--- src/rtl/srate_pkg.sv ---
package srate_pkg;
   localparam int DEC_W = 4;   // width of the decade-stage count
   localparam int LEN_W = 5;   // width of the mantissa counter

   typedef enum logic [2:0] {
      MANT_1   = 3'd0,
      MANT_2   = 3'd1,
      MANT_2P5 = 3'd2,
      MANT_4   = 3'd3,
      MANT_5   = 3'd4
   } mant_code_e;

   // Divider configuration: number of active decade stages, last value of
   // the mantissa counter, and the alternating two/three mode.
   typedef struct packed {
      logic [DEC_W-1:0] dec;
      logic [LEN_W-1:0] last;
      logic             frac;
   } div_cfg_t;
endpackage

--- src/rtl/srate_decode.sv ---
module srate_decode
   import srate_pkg::*;
#(
   parameter int TOP_EXP = 9,
   parameter int MIN_EXP = 2,
   parameter int EXP_W   = 4
) (
   input  logic [2:0]       mant_i,
   input  logic [EXP_W-1:0] exp_i,
   output logic             ok_o,
   output div_cfg_t         cfg_o
);
   // The divide ratio is 10^TOP_EXP / (m * 10^e). It is split into a
   // power-of-ten count (decade stages) and a small mantissa length.
   always_comb begin
      int e;
      int kk;
      e     = int'(exp_i);
      ok_o  = (mant_i <= 3'd4) && (e >= MIN_EXP) && (e <= TOP_EXP)
              && ((e < TOP_EXP) || (mant_i == 3'd0));
      kk    = 0;
      cfg_o = '0;
      if (ok_o) begin
         kk = (mant_i == 3'd0) ? (TOP_EXP - e) : (TOP_EXP - 1 - e);
         case (mant_code_e'(mant_i))
            MANT_1:   cfg_o.last = LEN_W'(0);    // ratio 1 x 10^kk
            MANT_2:   cfg_o.last = LEN_W'(4);    // ratio 5 x 10^kk
            MANT_2P5: cfg_o.last = LEN_W'(3);    // ratio 4 x 10^kk
            MANT_4: begin                        // ratio 2.5 x 10^kk
               if (kk == 0) begin
                  cfg_o.frac = 1'b1;
                  cfg_o.last = LEN_W'(1);
               end else begin
                  cfg_o.last = LEN_W'(24);       // 25 x 10^(kk-1)
                  kk         = kk - 1;
               end
            end
            MANT_5:   cfg_o.last = LEN_W'(1);    // ratio 2 x 10^kk
            default:  cfg_o.last = LEN_W'(0);
         endcase
         cfg_o.dec = DEC_W'(kk);
      end
   end
endmodule

--- src/rtl/srate_decade_chain.sv ---
module srate_decade_chain
   import srate_pkg::*;
#(
   parameter int N_STG = 7
) (
   input  logic             clk,
   input  logic             rst_n,
   input  logic             clr_i,
   input  logic [DEC_W-1:0] dec_i,
   output logic             tick_o
);
   // carry[i] pulses once every 10^i cycles
   logic [N_STG:0] carry;
   assign carry[0] = 1'b1;

   for (genvar g = 0; g < N_STG; g++) begin : g_stg
      logic [3:0] dig;
      logic       run;
      assign run = (DEC_W'(g) < dec_i);

      always_ff @(posedge clk) begin
         if (!rst_n)               dig <= 4'd0;
         else if (clr_i || !run)   dig <= 4'd0;
         else if (carry[g])        dig <= (dig == 4'd9) ? 4'd0 : dig + 4'd1;
      end

      assign carry[g+1] = carry[g] && (dig == 4'd9);

      AST_DIGIT_RANGE: assert property (@(posedge clk) disable iff (!rst_n)
         dig <= 4'd9);
   end

   always_comb begin
      tick_o = carry[0];
      for (int i = 1; i <= N_STG; i++) begin
         if (dec_i == DEC_W'(i)) tick_o = carry[i];
      end
   end
endmodule

--- src/rtl/srate_mant_div.sv ---
module srate_mant_div
   import srate_pkg::*;
(
   input  logic             clk,
   input  logic             rst_n,
   input  logic             clr_i,
   input  logic             adv_i,
   input  logic [LEN_W-1:0] last_i,
   input  logic             frac_i,
   output logic             wrap_o
);
   logic [LEN_W-1:0] cnt_q;
   logic             phase_q;
   logic [LEN_W-1:0] end_val;
   logic             at_end;

   // Alternating mode ends at 1 (two ticks) then at 2 (three ticks).
   assign end_val = frac_i ? (phase_q ? LEN_W'(2) : LEN_W'(1)) : last_i;
   assign at_end  = (cnt_q == end_val);
   assign wrap_o  = adv_i && at_end;

   always_ff @(posedge clk) begin
      if (!rst_n || clr_i) begin
         cnt_q   <= '0;
         phase_q <= 1'b0;
      end else if (adv_i) begin
         if (at_end) begin
            cnt_q   <= '0;
            phase_q <= frac_i ? ~phase_q : 1'b0;
         end else begin
            cnt_q   <= cnt_q + LEN_W'(1);
         end
      end
   end

   AST_CNT_BOUND: assert property (@(posedge clk) disable iff (!rst_n)
      cnt_q <= end_val);
   AST_FRAC_PHASE: assert property (@(posedge clk) disable iff (!rst_n)
      !frac_i |-> !phase_q);
endmodule

--- src/rtl/srate_strobe_gen.sv ---
module srate_strobe_gen
   import srate_pkg::*;
#(
   parameter int TOP_EXP = 9,
   parameter int MIN_EXP = 2,
   parameter int EXP_W   = 4
) (
   input  logic             clk,
   input  logic             rst_n,
   input  logic             cfg_wr,
   input  logic [2:0]       cfg_mant,
   input  logic [EXP_W-1:0] cfg_exp,
   input  logic             ext_sel,
   input  logic             ext_en,
   output logic             sample_en,
   output logic             cfg_err
);
   localparam int N_STG = TOP_EXP - MIN_EXP;

   if (N_STG < 1 || N_STG > 15)
      $error("srate_strobe_gen: TOP_EXP - MIN_EXP must lie in 1..15");
   if (MIN_EXP < 0)
      $error("srate_strobe_gen: MIN_EXP must not be negative");
   if ((1 << EXP_W) <= TOP_EXP)
      $error("srate_strobe_gen: EXP_W too narrow for TOP_EXP");

   localparam div_cfg_t FULL_RATE = '{dec: '0, last: '0, frac: 1'b0};

   div_cfg_t act_q, pend_q, wr_cfg;
   logic     pend_v_q, wr_ok, err_q;
   logic     tick, term, reload, unit_ratio;

   srate_decode #(.TOP_EXP(TOP_EXP), .MIN_EXP(MIN_EXP), .EXP_W(EXP_W)) u_dec (
      .mant_i (cfg_mant),
      .exp_i  (cfg_exp),
      .ok_o   (wr_ok),
      .cfg_o  (wr_cfg)
   );

   srate_decade_chain #(.N_STG(N_STG)) u_chain (
      .clk    (clk),
      .rst_n  (rst_n),
      .clr_i  (reload),
      .dec_i  (act_q.dec),
      .tick_o (tick)
   );

   srate_mant_div u_mant (
      .clk    (clk),
      .rst_n  (rst_n),
      .clr_i  (reload),
      .adv_i  (tick),
      .last_i (act_q.last),
      .frac_i (act_q.frac),
      .wrap_o (term)
   );

   assign reload     = term && pend_v_q;
   assign unit_ratio = (act_q.dec == '0) && (act_q.last == '0) && !act_q.frac;

   always_ff @(posedge clk) begin
      if (!rst_n) begin
         act_q    <= FULL_RATE;
         pend_q   <= FULL_RATE;
         pend_v_q <= 1'b0;
         err_q    <= 1'b0;
      end else begin
         if (reload) begin
            act_q    <= pend_q;
            pend_v_q <= 1'b0;
         end
         if (cfg_wr) begin
            if (wr_ok) begin
               pend_q   <= wr_cfg;
               pend_v_q <= 1'b1;
               err_q    <= 1'b0;
            end else begin
               err_q    <= 1'b1;
            end
         end
      end
   end

   assign sample_en = ext_sel ? ext_en : term;
   assign cfg_err   = err_q;

   AST_ONE_CYCLE: assert property (@(posedge clk) disable iff (!rst_n)
      term && !unit_ratio && !reload |=> !term);
   AST_LOAD_AT_TERM: assert property (@(posedge clk) disable iff (!rst_n)
      !reload |=> $stable(act_q));
   AST_BAD_WRITE: assert property (@(posedge clk) disable iff (!rst_n)
      cfg_wr && !wr_ok |=> cfg_err && $stable(pend_q));
   AST_GOOD_WRITE: assert property (@(posedge clk) disable iff (!rst_n)
      cfg_wr && wr_ok |=> !cfg_err && pend_v_q);
endmodule

--- config.mk ---
export PLATFORM = sky130hd
export DESIGN_NAME = srate_strobe_gen
export DESIGN_NICKNAME = d
export VERILOG_FILES = /design/src/rtl/srate_pkg.sv /design/src/rtl/srate_decode.sv /design/src/rtl/srate_decade_chain.sv /design/src/rtl/srate_mant_div.sv /design/src/rtl/srate_strobe_gen.sv
export SDC_FILE = /design/constraint.sdc
export NUM_CORES = 1
export LEC_CHECK = 0
export ABC_CLOCK_PERIOD_IN_PS = 7500
export BUFFER_PORTS_ARGS = -buffer_cell sky130_fd_sc_hd__buf_2
export CAP_MARGIN = 10
export CORE_MARGIN = 8
export CORE_UTILIZATION = 40
export DETAILED_ROUTE_END_ITERATION = 10
export SETUP_SLACK_MARGIN = 0.05
export SYNTH_ARGS = -nofsm -noshare
export SYNTH_HDL_FRONTEND = slang
export SYNTH_HIERARCHICAL = 1
export SYNTH_SLANG_ARGS = --single-unit
--- constraint.sdc ---
create_clock -name clk -period 7.5 [get_ports clk]
set_input_delay 0.375 -clock clk [delete_from_list [all_inputs] [get_ports clk]]
set_output_delay 0.375 -clock clk [all_outputs]
set_load 0.02 [all_outputs]
* Word level (Yosys, flattened, before mapping) *
Cells that the tools add are included.
W data, S select, Z words.

operators by class
  add/sub/neg operators = 11
  multiply operators = 0
  divide/modulo/power cells = 0
  $lt $le $gt $ge = 11
  equal/unequal tests = 19
  shift operators = 0
  muxes and demuxes = 29
  bitwise logic cells = 2
  reductions and logical operators = 39

operators with widths
  cell                   count
  $logic_not A32 Y1      1
  $mux W32               1
  $mux W4                8
  $add A4 B1 Y4 const B  7
  $eq A4 B4 Y1 const B   7
  $pmux W5 S4            1
  $eq A4 B3 Y1 const B   4
  $mux W1                15
  $mux W5                3
  $lt A3 B4 Y1 const A   3
  $reduce_or A2 Y1       6
  $logic_and A1 B1 Y1    11
  $sub A4 B4 Y5 const A  2
  $logic_or A1 B1 Y1     9
  $eq A4 B2 Y1 const B   2
  $logic_not A1 Y1       8
  $lt A1 B4 Y1 const A   2
  $lt A2 B4 Y1 const A   2
  $eq A3 B2 Y1 const B   2
  $add A5 B1 Y5 const B  1
  $eq A5 B5 Y1           1
  $eq A4 B1 Y1 const B   1
  $ge A4 B2 Y1 const B   1
  $le A4 B4 Y1 const B   1
  other kinds (10)       12

storage, ports and cells
  register bits = 56
  latch bits = 0
  bits in writable memories = 0
  ROM bits = 0
  bits of input ports = 12
  output and inout port bits = 2
  word-level logic and storage cells = 128
  memories = 0

* Longest topological paths before layout *
Gate-level depths: netlist of the first run.

  depth after elaboration = 13
  gate-level depth with buffers = 16
  gate-level depth less buffers = 12

* Cells and area by module *
The synthesis of the first run kept the hierarchy.

modules (own cells, without submodules)
  module              times used  cells each  area each (um2)  sequential area each (um2)
  srate_decade_chain  1           180         1539.0           560.5
  srate_strobe_gen    1           86          833.3            440.4
  srate_decode        1           61          459.2            0.0
  srate_mant_div      1           46          395.4            120.1

* Worst setup path before layout of the first run *
Ideal clock, no wire load.

  kind = register -> register
  from = register u_chain.g_stg[0].dig[1]
  to = register u_chain.g_stg[4].dig[3]
  library setup time = 92 ps
  arrival = 2890 ps
  required time = 7408 ps
  slack = 4518 ps
  stages on the path, launching flop included = 17
  buffers on the path = 4
  clock period less this slack = 2982 ps
  path through = dfxtp_1 -> inv_1 -> ha_1 -> and4b_1 -> buf_2 -> nand4_4 -> buf_6 -> o21ai_0 -> o32a_1 -> clkbuf_1 -> and2_4 -> and2_4 -> buf_6 -> nor2b_1 -> o21a_1 -> o31ai_1 -> o32ai_1

between the ends
  word-level cells in the longest chain between the ends = 12
  elaborated cells between the ends (all ways) = 18
  those cells by class = eq/ne (1); mux (7); reduce/logical (10)

ends and longest elaborated chain
  item                                                                line                                                text
  from (decl)                                                         srate_decade_chain.sv:17                            logic [3:0] dig;
  from (signal assigned)                                              srate_decade_chain.sv:24                            else if (carry[g]) dig <= (dig == 4'd9) ? 4'd0 : dig + 4'd1;
  $eq A4 B4 Y1 (*)                                                    srate_decade_chain.sv:27                            assign carry[g+1] = carry[g] && (dig == 4'd9);
  $mux W1 / $logic_and A1 B1 Y1 (equally long branches) (6 in a row)  srate_decade_chain.sv:36, srate_decade_chain.sv:27
  $mux W1 (*)                                                         srate_decade_chain.sv:36                            if (dec_i == DEC_W'(i)) tick_o = carry[i];
  net tick                                                            srate_strobe_gen.sv:31                              logic tick, term, reload, unit_ratio;
  $logic_and A1 B1 Y1 (*)                                             srate_mant_div.sv:20                                assign wrap_o = adv_i && at_end;
  net term                                                            srate_strobe_gen.sv:31
  $logic_and A1 B1 Y1 (*)                                             srate_strobe_gen.sv:58                              assign reload = term && pend_v_q;
  net reload                                                          srate_strobe_gen.sv:31
  $logic_or A1 B1 Y1 (*)                                              srate_decade_chain.sv:23                            else if (clr_i || !run) dig <= 4'd0;
  $reduce_or A2 Y1 (no line) (*)                                      --
  to (signal assigned)                                                srate_decade_chain.sv:24
  to (decl)                                                           srate_decade_chain.sv:17

The timed path passes the listed nets; every way through them passes the cells marked *.
A chain may end at the register's enable or synchronous reset.

* Final worst setup path of the first run *
  from = register u_chain.g_stg[0].dig[1]
  to = register u_chain.g_stg[4].dig[3]

between the ends
  word-level cells in the longest chain between the ends = 12
  elaborated cells between the ends (all ways) = 18
  those cells by class = eq/ne (1); mux (7); reduce/logical (10)

ends and longest elaborated chain
  item                                                                line
  $eq A4 B4 Y1 (*)                                                    srate_decade_chain.sv:27
  $mux W1 / $logic_and A1 B1 Y1 (equally long branches) (6 in a row)  srate_decade_chain.sv:36, srate_decade_chain.sv:27
  $mux W1 (*)                                                         srate_decade_chain.sv:36
  net tick                                                            srate_strobe_gen.sv:31
  $logic_and A1 B1 Y1 (*)                                             srate_mant_div.sv:20
  net term                                                            srate_strobe_gen.sv:31
  $logic_and A1 B1 Y1 (*)                                             srate_strobe_gen.sv:58
  $logic_or A1 B1 Y1 (*)                                              srate_decade_chain.sv:23
  $reduce_or A2 Y1 (no line) (*)                                      --

Marks and branches as above.

==> impl_metrics.ini, run 1 <==
[outcome]
status = complete, no violations

[placement]
dp.cells = 473
hpwl_um = 4320
gp_congestion = 0.766
pre_cts_slack_ps = 4150
io_buffer_count = 13

[setup_path]
crit_chain = inv_1 > ha_1 > and4b_1 > nand4_4 > o21ai_0 > o32a_1 > and2_4 > and2_4 > nor2b_1 > o21a_1 > o31ai_1 > o32ai_1
cpMaxStageDelayCell = o32a_1
worst-path-buf-inv = 1
required_ps = 7720
critPathTopFamily = compound AO/OA/AOI/OAI gates
r2r.worst_path.cells = 12
worstReg2RegStart = u_chain/g_stg[0].dig[1]
endpoint_kind = flop
cpPeakStageDelay_ps = 430
crit_fanout = 24
critPathKind = flop to flop
arrival_ps = 3620
r2r_end = u_chain/g_stg[4].dig[3]
r2r_setup_slack_ps = 4100
critPathLaunchType = flop
critPathMostFrequentCell = and2_4

[sta]
rsz0062_at_grt = false
skew_ps = 10.5
worst_pin_slew_ps = 644
timing.final.ws_setup_ps = 4100
setup_violations = 0
final.min_clock_period_ps = 3400
relSlewSlack_pct = 56.7
hold_violations = 0
max_freq_mhz = 294
fin_crit_sh_pct = 45.4
setup_tns_ps = 0
drv_slew = 0

[yosys]
avgSynthCellArea_um2 = 8.65
async_reset_ff_share_pct = 0
netlist_area_mm2 = 0.00323
ys_seq_area_share_pct = 34.7
synth_nets = 394
yosys_register_bits = 56
ys.warnings.count = 6
synthFlopType = dfxtp_1
yosysUniqueCellTypes = 69
synth_edf_count = 0
syn_inst = 373

[routing]
drc = 0
wl_per_cell_um = 12.6
wirelength_um = 6050
vias = 2630
firstDrtPassIters = 4
drtAntennaViolNets = 0
drt_iter0_drc = 118
viasPerCell = 5.47

[final_layout]
area_growth_pct = 5.78
layout_common_cells = dfxtp_1, nand2_1, o21ai_0
final_cells = 481
regArea_mm2 = 0.00112
n_fill_cell = 787
layout_commonest_cell = dfxtp_1
drive_gt1_share_pct = 10.8
nets = 399
antenna_cells = 0
multi_input_area_mm2 = 0.00195

[global_route]
antenna_found_initial = 0
grt_pass1_vias = 2468
gr-total-overflow = 0
grtUsageTotal_pct = 11.1
grt_pass1_wl_um = 11000
grt_start_max_net_pins = 35

[clock_network]
cts_max_path_buffers = 2
ctsHtreeMaxLevel = 2
ctsHoldBuffers = 0
root_buffer = clkbuf_8
post_cts_buffers = 0
cts_resized = 0
cts.sinks = 56
insertion_delay_ps = 310
numCtsBuffers = 5
cts_tree = done
path_clk_slew_ps = 110

[power_and_ir_drop]
irDropWorstVdd_uv = 86.5
p_leak_nw = 1.16
power_density_mw_per_mm2 = 152

[run]
max_cap_viol_count = 0

[min_path]
hold-path-cell-count = 3
whs_endpoint = pend_q[2]
hp-class = input port to flop
min-delay-start = cfg_wr

[floorplan]
ioPinCount = 14
die_y_um = 106
dieArea_mm2 = 0.0112
row_count = 32
die_x_um = 106
core_mm2 = 0.00777
start_util_pct = 41.5
[where the power goes]
group	total (mW)	switching (mW)	internal, mW
logic	0.0419	0.0257	0.0163
registers	0.299	0.000615	0.299
clock network	0.179	0.108	0.0708
[cell type report]
class / count / share of cell area, %
repair buffers: 13 / 1.91
clock inverters: 3 / 0.843
well taps: 102 / 3.74
multi-input cells: 288 / 57.1
clock buffers: 5 / 2.02
inverters: 14 / 1.54
flip-flops and latches: 56 / 32.8
[registers in the layout, indices dropped and copies added, names as in the netlist]
name / flops
act_q: 10
cfg_err: 1
pend_q: 10
pend_v_q: 1
u_chain/g_stg.dig: 28
u_mant/cnt_q: 5
u_mant/phase_q: 1
[cells in the mapped netlist (3+ instances only)]
cell type / count / area (µm²)
dfxtp_1: 56 / 1120
nand2_1: 37 / 139
o21ai_0: 19 / 95.1
a21oi_1: 18 / 90.1
nand4_1: 18 / 113
nor2_1: 18 / 67.6
xor2_1: 14 / 123
inv_1: 13 / 48.8
mux2i_1: 13 / 130
nor2b_1: 12 / 75.1
nand3_1: 10 / 50.1
or4_1: 10 / 75.1
ha_1: 9 / 113
o21ai_1: 9 / 45.0
o31ai_1: 9 / 67.6
nand2b_1: 7 / 43.8
nand3b_1: 7 / 52.6
buf_4: 5 / 37.5
nor3_1: 5 / 25.0
buf_2: 4 / 20.0
o21a_1: 4 / 30.0
xnor2_1: 4 / 35.0
a31oi_1: 3 / 18.8
and2_4: 3 / 26.3
buf_6: 3 / 33.8
nor3b_1: 3 / 22.5
o211ai_1: 3 / 22.5
o32ai_1: 3 / 26.3
or3_1: 3 / 18.8
[worst max-delay path by stage]
stage,depth (start not counted),slack (ps),end,startpoint
final,12,4100,u_chain/g_stg[4].dig[3],u_chain/g_stg[0].dig[1]
after detailed placement,11,4150,u_chain/g_stg[4].dig[3],u_chain/g_stg[0].dig[0]
after global routing,11,3870,u_chain/g_stg[6].dig[3],u_chain/g_stg[0].dig[0]
after global placement,11,4310,u_chain/g_stg[4].dig[3],u_chain/g_stg[0].dig[0]
after CTS,12,4130,u_chain/g_stg[4].dig[3],u_chain/g_stg[0].dig[1]
after floorplan,16,4520,u_chain/g_stg[4].dig[3],u_chain/g_stg[0].dig[1]
[routing by layer]
metal	share of wire [%]	routed length (µm)	vias to the layer above	track usage (%)
met5	0	0	-	0
met4	0.81	49	0	2.71
met3	2.2	134	4	2.19
met2	44	2680	22	17.8
met1	53	3180	1227	14.9
li1	-	-	1377	-
[cell families (layout without fill, tap and decap cells)]
kind of cell,after synthesis,in the layout,share of synthesized area [%]
flip-flops,56,56,34.7
XOR/XNOR,18,18,4.89
AND/OR/NAND/NOR,159,159,29.6
adder cells (fa/ha/maj),9,9,3.49
buffers and inverters,29,35,4.85
multiplexers,16,16,5.20
AO/OA/AOI/OAI,86,86,17.3
[worst reg2reg max path, cell delays in order (launching register included)]
cell and delay, ps:
dfxtp_1 380, inv_1 50, ha_1 200, and4b_1 340, nand4_4 300, o21ai_0 140, o32a_1 430, and2_4 210
and2_4 220, nor2b_1 280, o21a_1 290, o31ai_1 180, o32ai_1 300
[through the flow]
step	utilization [%]	hold WS (ps)	power [mW]	cell area, µm²
3_5_place_dp	42.7	455	0.348	3320
6_report	43.9	399	0.520	3410
3_3_place_gp	42.7	448	0.347	3320
2_1_floorplan	-	430	0.339	3230
4_1_cts	43.9	387	0.527	3410
5_1_grt	43.9	395	0.545	3410
No activity file was read; power rests on OpenSTA's default activity.
==> inputs of run 2 (changes only) <==
--- a/config.mk
+++ b/config.mk
@@ -5,7 +5,8 @@
 export SDC_FILE = /design/constraint.sdc
 export NUM_CORES = 1
 export LEC_CHECK = 0
-export ABC_CLOCK_PERIOD_IN_PS = 7500
+export ABC_AREA = 1
+export ABC_CLOCK_PERIOD_IN_PS = 3200
 export BUFFER_PORTS_ARGS = -buffer_cell sky130_fd_sc_hd__buf_2
 export CAP_MARGIN = 10
 export CORE_MARGIN = 8
==> constraint.sdc (replaced) <==
create_clock -name clk -period 3.2 [get_ports clk]
set_input_delay 0.16 -clock clk [delete_from_list [all_inputs] [get_ports clk]]
set_output_delay 0.16 -clock clk [all_outputs]
set_load 0.02 [all_outputs]
==> impl_metrics.ini, run 2 <==
[sta]
final.min_clock_period_ps = 2760
max_freq_mhz = 362
relSlewSlack_pct = 60.1
fin_crit_sh_pct = 86.4
worst_pin_slew_ps = 593
rsz0062_at_grt = false
setup_tns_ps = 0
drv_slew = 0
hold_violations = 0
setup_violations = 0
skew_ps = 7.91

[power_and_ir_drop]
p_leak_nw = 1.80
irDropWorstVdd_uv = 260
finalPower_mw = 1.66
power_density_mw_per_mm2 = 449

[yosys]
ys_seq_area_share_pct = 32.7
synth_nets = 543
syn_inst = 522
netlist_area_mm2 = 0.00342
yosysTopAreaCell = dfxtp_1
synth_most_common_cell = nand2_1
synth_area_leaders = dfxtp_1, nand2_1, nor2_1
yosysUniqueCellTypes = 38
yosys_register_bits = 56
ys.warnings.count = 6
avgSynthCellArea_um2 = 6.56
synth_edf_count = 0
synth.top_cell.area_share_pct = 32.7
ys_top_cells_by_count = nand2_1, nor2_1, inv_1, dfxtp_1, nand3_1
async_reset_ff_share_pct = 0
synthFlopType = dfxtp_1

[floorplan]
die_x_um = 109
start_util_pct = 41.5
dieArea_mm2 = 0.0118
row_count = 33
die_y_um = 109
ioPinCount = 14
core_mm2 = 0.00826

[final_layout]
final_cells = 643
top_regs = u_chain/g_stg.dig x28, act_q x10, pend_q x10
layout_commonest_cell = nand2_1
antenna_cells = 0
area_growth_pct = 7.86
regArea_mm2 = 0.00112
largest_reg_flops = 28
layout_common_cells = nand2_1, nor2_1, inv_1, dfxtp_1, nand3_1
drive_gt1_share_pct = 11.7
largest-register = u_chain/g_stg.dig
n_fill_cell = 862
final_cell_area_mm2 = 0.00369
multi_input_area_mm2 = 0.00192
nets = 558

[placement]
hpwl_um = 4760
gp_congestion = 0.813
placed_cell_area_mm2 = 0.00358
dp.cells = 635
io_buffer_count = 13

[setup_path]
worst-path-buf-inv = 4
critPathTopFamily = simple AND/OR/NAND/NOR gates
critPathLaunchType = flop
endpoint_kind = flop
cpMaxStageDelayCell = dfxtp_1
arrival_ps = 2970
crit_chain = ha_1 > nand2_2 > nor2_4 > nand3_4 > nor2_8 > nand4_4 > clkinv_1 > nand3_1 > nand2_2 > nand3_2 > inv_1 > nand2_1 > inv_1 > nor2_2 > nand2_1 > inv_1 > o21ai_1 > o21bai_1 > nor2_1
cpPeakStageDelay_ps = 390
crit_fanout = 7
critPathKind = flop to flop
critPathMostFrequentCell = inv_1
required_ps = 3410

[global_route]
grt_start_max_net_pins = 25
grt_pass1_wl_um = 11800
antenna_found_initial = 0
grtUsageTotal_pct = 11.8
gr-total-overflow = 0
grt_pass1_vias = 2911

[routing]
drt_iter0_drc = 118
vias = 2970
wl_per_cell_um = 9.67
drc = 0
firstDrtPassIters = 4
wirelength_um = 6220
viasPerCell = 4.62
drtAntennaViolNets = 0

[clock_network]
cts.sinks = 56
cts_tree = done
ctsHtreeMaxLevel = 2
ctsHoldBuffers = 0
cts_max_path_buffers = 2
path_clk_slew_ps = 90
root_buffer = clkbuf_8
insertion_delay_ps = 310
numCtsBuffers = 5

[min_path]
hp-class = input port to flop

[outcome]
status = complete, no violations

[run]
max_cap_viol_count = 0
## run 2: routing by layer
layer / wire, µm / track usage, % / vias to the layer above
met5: 0 / 0 / -
met2: 2950 / 21.0 / 18
met4: 19 / 2.93 / 0
li1: - / - / 1644
met1: 3120 / 14.0 / 1306
met3: 132 / 2.50 / 2
## run 2: cells by family (layout without fill, tap and decap cells)
group           after synthesis  count (layout)  share of synthesized area, %
flops                        56              56                          32.7
compound gates               42              42                          6.54
fa+ha+maj                     9               9                          3.29
xor+xnor                      9               9                          2.30
simple gates                312             312                          43.9
buf+inv                      94             110                          11.2
## run 2: final cells by class
type                            count  area share (%)
Inverter                           87            8.88
Clock buffer                        6            1.97
Clock inverter                      2           0.949
Multi-Input combinational cell    372            52.1
Timing Repair Buffer               15            2.17
Sequential cell                    56            30.4
Tap cell                          105            3.56
## run 2: tightest hold or removal path, stage by stage
cell and delay, ps:
buf_2 100, nor2_1 40, nor2_1 80
## run 2: power breakdown
group / internal, mW / switching (mW) / total [mW]
combinational: 0.141 / 0.287 / 0.428
clock: 0.233 / 0.223 / 0.455
sequential: 0.741 / 0.0346 / 0.776
total: 1.11 / 0.544 / 1.66
## run 2: through the flow
| step | setup slack [ps] | hold slack, ps | util [%] |
|---|---|---|---|
| 3_3_place_gp | 413 | 410 | 43.3 |
| 4_1_cts | 308 | 88.2 | 44.7 |
| 6_report | 436 | 99.2 | 44.7 |
| 2_1_floorplan | 478 | 280 | - |
| 3_5_place_dp | 326 | 421 | 43.3 |
| 5_1_grt | 64.8 | 110 | 44.7 |
## run 2: repair_timing
action | in CTS | in global routing
gates resized for setup | 0 | 3
endpoints found under the hold margin | 0 | 0
setup endpoints to repair | 0 | 2
buffers inserted | 0 | 0
## run 2: path summary, 6_finish.rpt
kind | from | endpoint | slack, ps | depth (start not counted)
setup / recovery | u_chain/g_stg[0].dig[0] | u_chain/g_stg[6].dig[0] | 440 | 19
hold / removal | cfg_wr | cfg_err | 100 | 3
setup reg to reg | u_chain/g_stg[0].dig[0] | u_chain/g_stg[6].dig[0] | 440 | 19
hold reg to reg | pend_v_q | pend_v_q | 460 | 2
==> inputs of run 3 (changes only) <==
--- a/config.mk
+++ b/config.mk
@@ -10,7 +10,7 @@
 export BUFFER_PORTS_ARGS = -buffer_cell sky130_fd_sc_hd__buf_2
 export CAP_MARGIN = 10
 export CORE_MARGIN = 8
-export CORE_UTILIZATION = 40
+export CORE_UTILIZATION = 35
 export DETAILED_ROUTE_END_ITERATION = 10
 export SETUP_SLACK_MARGIN = 0.05
 export SYNTH_ARGS = -nofsm -noshare
==> impl_metrics.ini, run 3 (synthesis results as in run 2) <==
[outcome]
status = complete, no violations

[clock_network]
numCtsBuffers = 5
path_clk_slew_ps = 100
post_cts_buffers = 0
cts_resized = 0
cts.sinks = 56
cts_max_path_buffers = 2
ctsHoldBuffers = 0
cts_tree = done
insertion_delay_ps = 310
root_buffer = clkbuf_8
ctsHtreeMaxLevel = 2

[power_and_ir_drop]
finalPower_mw = 1.71
irDropWorstVdd_uv = 224
p_leak_nw = 1.81
power_density_mw_per_mm2 = 456

[sta]
fin_crit_sh_pct = 87.7
relSlewSlack_pct = 63.7
hold_violations = 0
worst_pin_slew_ps = 539
final.min_clock_period_ps = 2810
max_freq_mhz = 356
setup_tns_ps = 0
timing.final.ws_setup_ps = 394
setup_violations = 0
skew_ps = 7.37
rsz0062_at_grt = true
drv_slew = 0

[floorplan]
die_x_um = 115
dieArea_mm2 = 0.0132
core_mm2 = 0.00964
start_util_pct = 35.5
row_count = 36
ioPinCount = 14
die_y_um = 115

[min_path]
min-delay-start = cfg_wr
hold-path-cell-count = 3
whs_endpoint = cfg_err
hp-class = input port to flop

[setup_path]
required_ps = 3410
r2r_end = u_chain/g_stg[6].dig[0]
critPathLaunchType = flop
arrival_ps = 3020
worstReg2RegStart = u_chain/g_stg[0].dig[0]
critPathKind = flop to flop
endpoint_kind = flop
r2r.worst_path.cells = 19
crit_fanout = 7
r2r_setup_slack_ps = 390

[final_layout]
area_growth_pct = 9.36
layout_common_cells = nand2_1, nor2_1, inv_1, dfxtp_1, nand3_1
final_core_util_pct = 38.8
n_fill_cell = 1062
final_cells = 671
regArea_mm2 = 0.00112
nets = 558
antenna_cells = 0
multi_input_area_mm2 = 0.00192
layout_commonest_cell = nand2_1
largest_reg_flops = 28
top_regs = u_chain/g_stg.dig x28, act_q x10, pend_q x10
largest-register = u_chain/g_stg.dig
drive_gt1_share_pct = 11.7

[routing]
wl_per_cell_um = 9.66
wirelength_um = 6490
firstDrtPassIters = 4
vias = 2999
drtAntennaViolNets = 0
viasPerCell = 4.47
drt_iter0_drc = 114
drc = 0

[global_route]
gr-total-overflow = 0
grt_pass1_wl_um = 12000
antenna_found_initial = 0
grt_pass1_vias = 2968
grtUsageTotal_pct = 10.6
grt_start_max_net_pins = 25

[placement]
gp_congestion = 0.809
pre_cts_slack_ps = 285
io_buffer_count = 13
hpwl_um = 4980
dp.cells = 663

[run]
max_cap_viol_count = 0
[run 3: routing by layer]
metal | wire [µm] | track usage, %
met1 | 3160 | 12.3
met2 | 3120 | 19.5
met3 | 153 | 2.00
met4 | 51 | 2.63
met5 | 0 | 0
[run 3: worst max path at each step]
stage                                       start                      end  slack, ps  depth (start not counted)
after floorplan           u_chain/g_stg[0].dig[0]  u_chain/g_stg[6].dig[0]        480                         20
after global placement    u_chain/g_stg[0].dig[0]  u_chain/g_stg[6].dig[0]        420                         19
after detailed placement  u_chain/g_stg[0].dig[0]  u_chain/g_stg[6].dig[0]        280                         19
after CTS                 u_chain/g_stg[0].dig[0]  u_chain/g_stg[6].dig[0]        280                         19
after global routing      u_chain/g_stg[0].dig[0]  u_chain/g_stg[6].dig[0]         40                         19
final                     u_chain/g_stg[0].dig[0]  u_chain/g_stg[6].dig[0]        390                         19
[run 3: power breakdown]
part | switching [mW] | total (mW) | internal [mW]
clock | 0.228 | 0.505 | 0.276
sequential | 0.0351 | 0.776 | 0.741
combinational | 0.287 | 0.427 | 0.140
[run 3: area by class of cell]
class | instances | area share (%)
multi-input cells | 372 | 51.3
flip-flops and latches | 56 | 29.9
inverters | 87 | 8.76
well taps | 133 | 4.45
clock buffers | 7 | 2.57
repair buffers | 15 | 2.14
clock inverters | 1 | 0.802
[run 3: through the flow]
step	hold WS [ps]	cell area, µm²
final	93.9	3740
after global routing	91.5	3740
after CTS	82.4	3740
after detailed placement	416	3610
after global placement	407	3610
after floorplan	280	3420
[run 3: critical path, stage by stage, from the launching register on]
cell and delay, ps:
dfxtp_1 390, ha_1 250, nand2_2 90, nor2_4 160, nand3_4 140, nor2_8 160
nand3_1 100, o21ai_1 140, nand2_1 80, nand2_2 120, nand3_2 150, inv_1 110
nand2_1 70, inv_1 70, nor2_1 80, nand2_1 140, inv_1 100, o21ai_1 160
o21bai_1 150, nor2_1 50
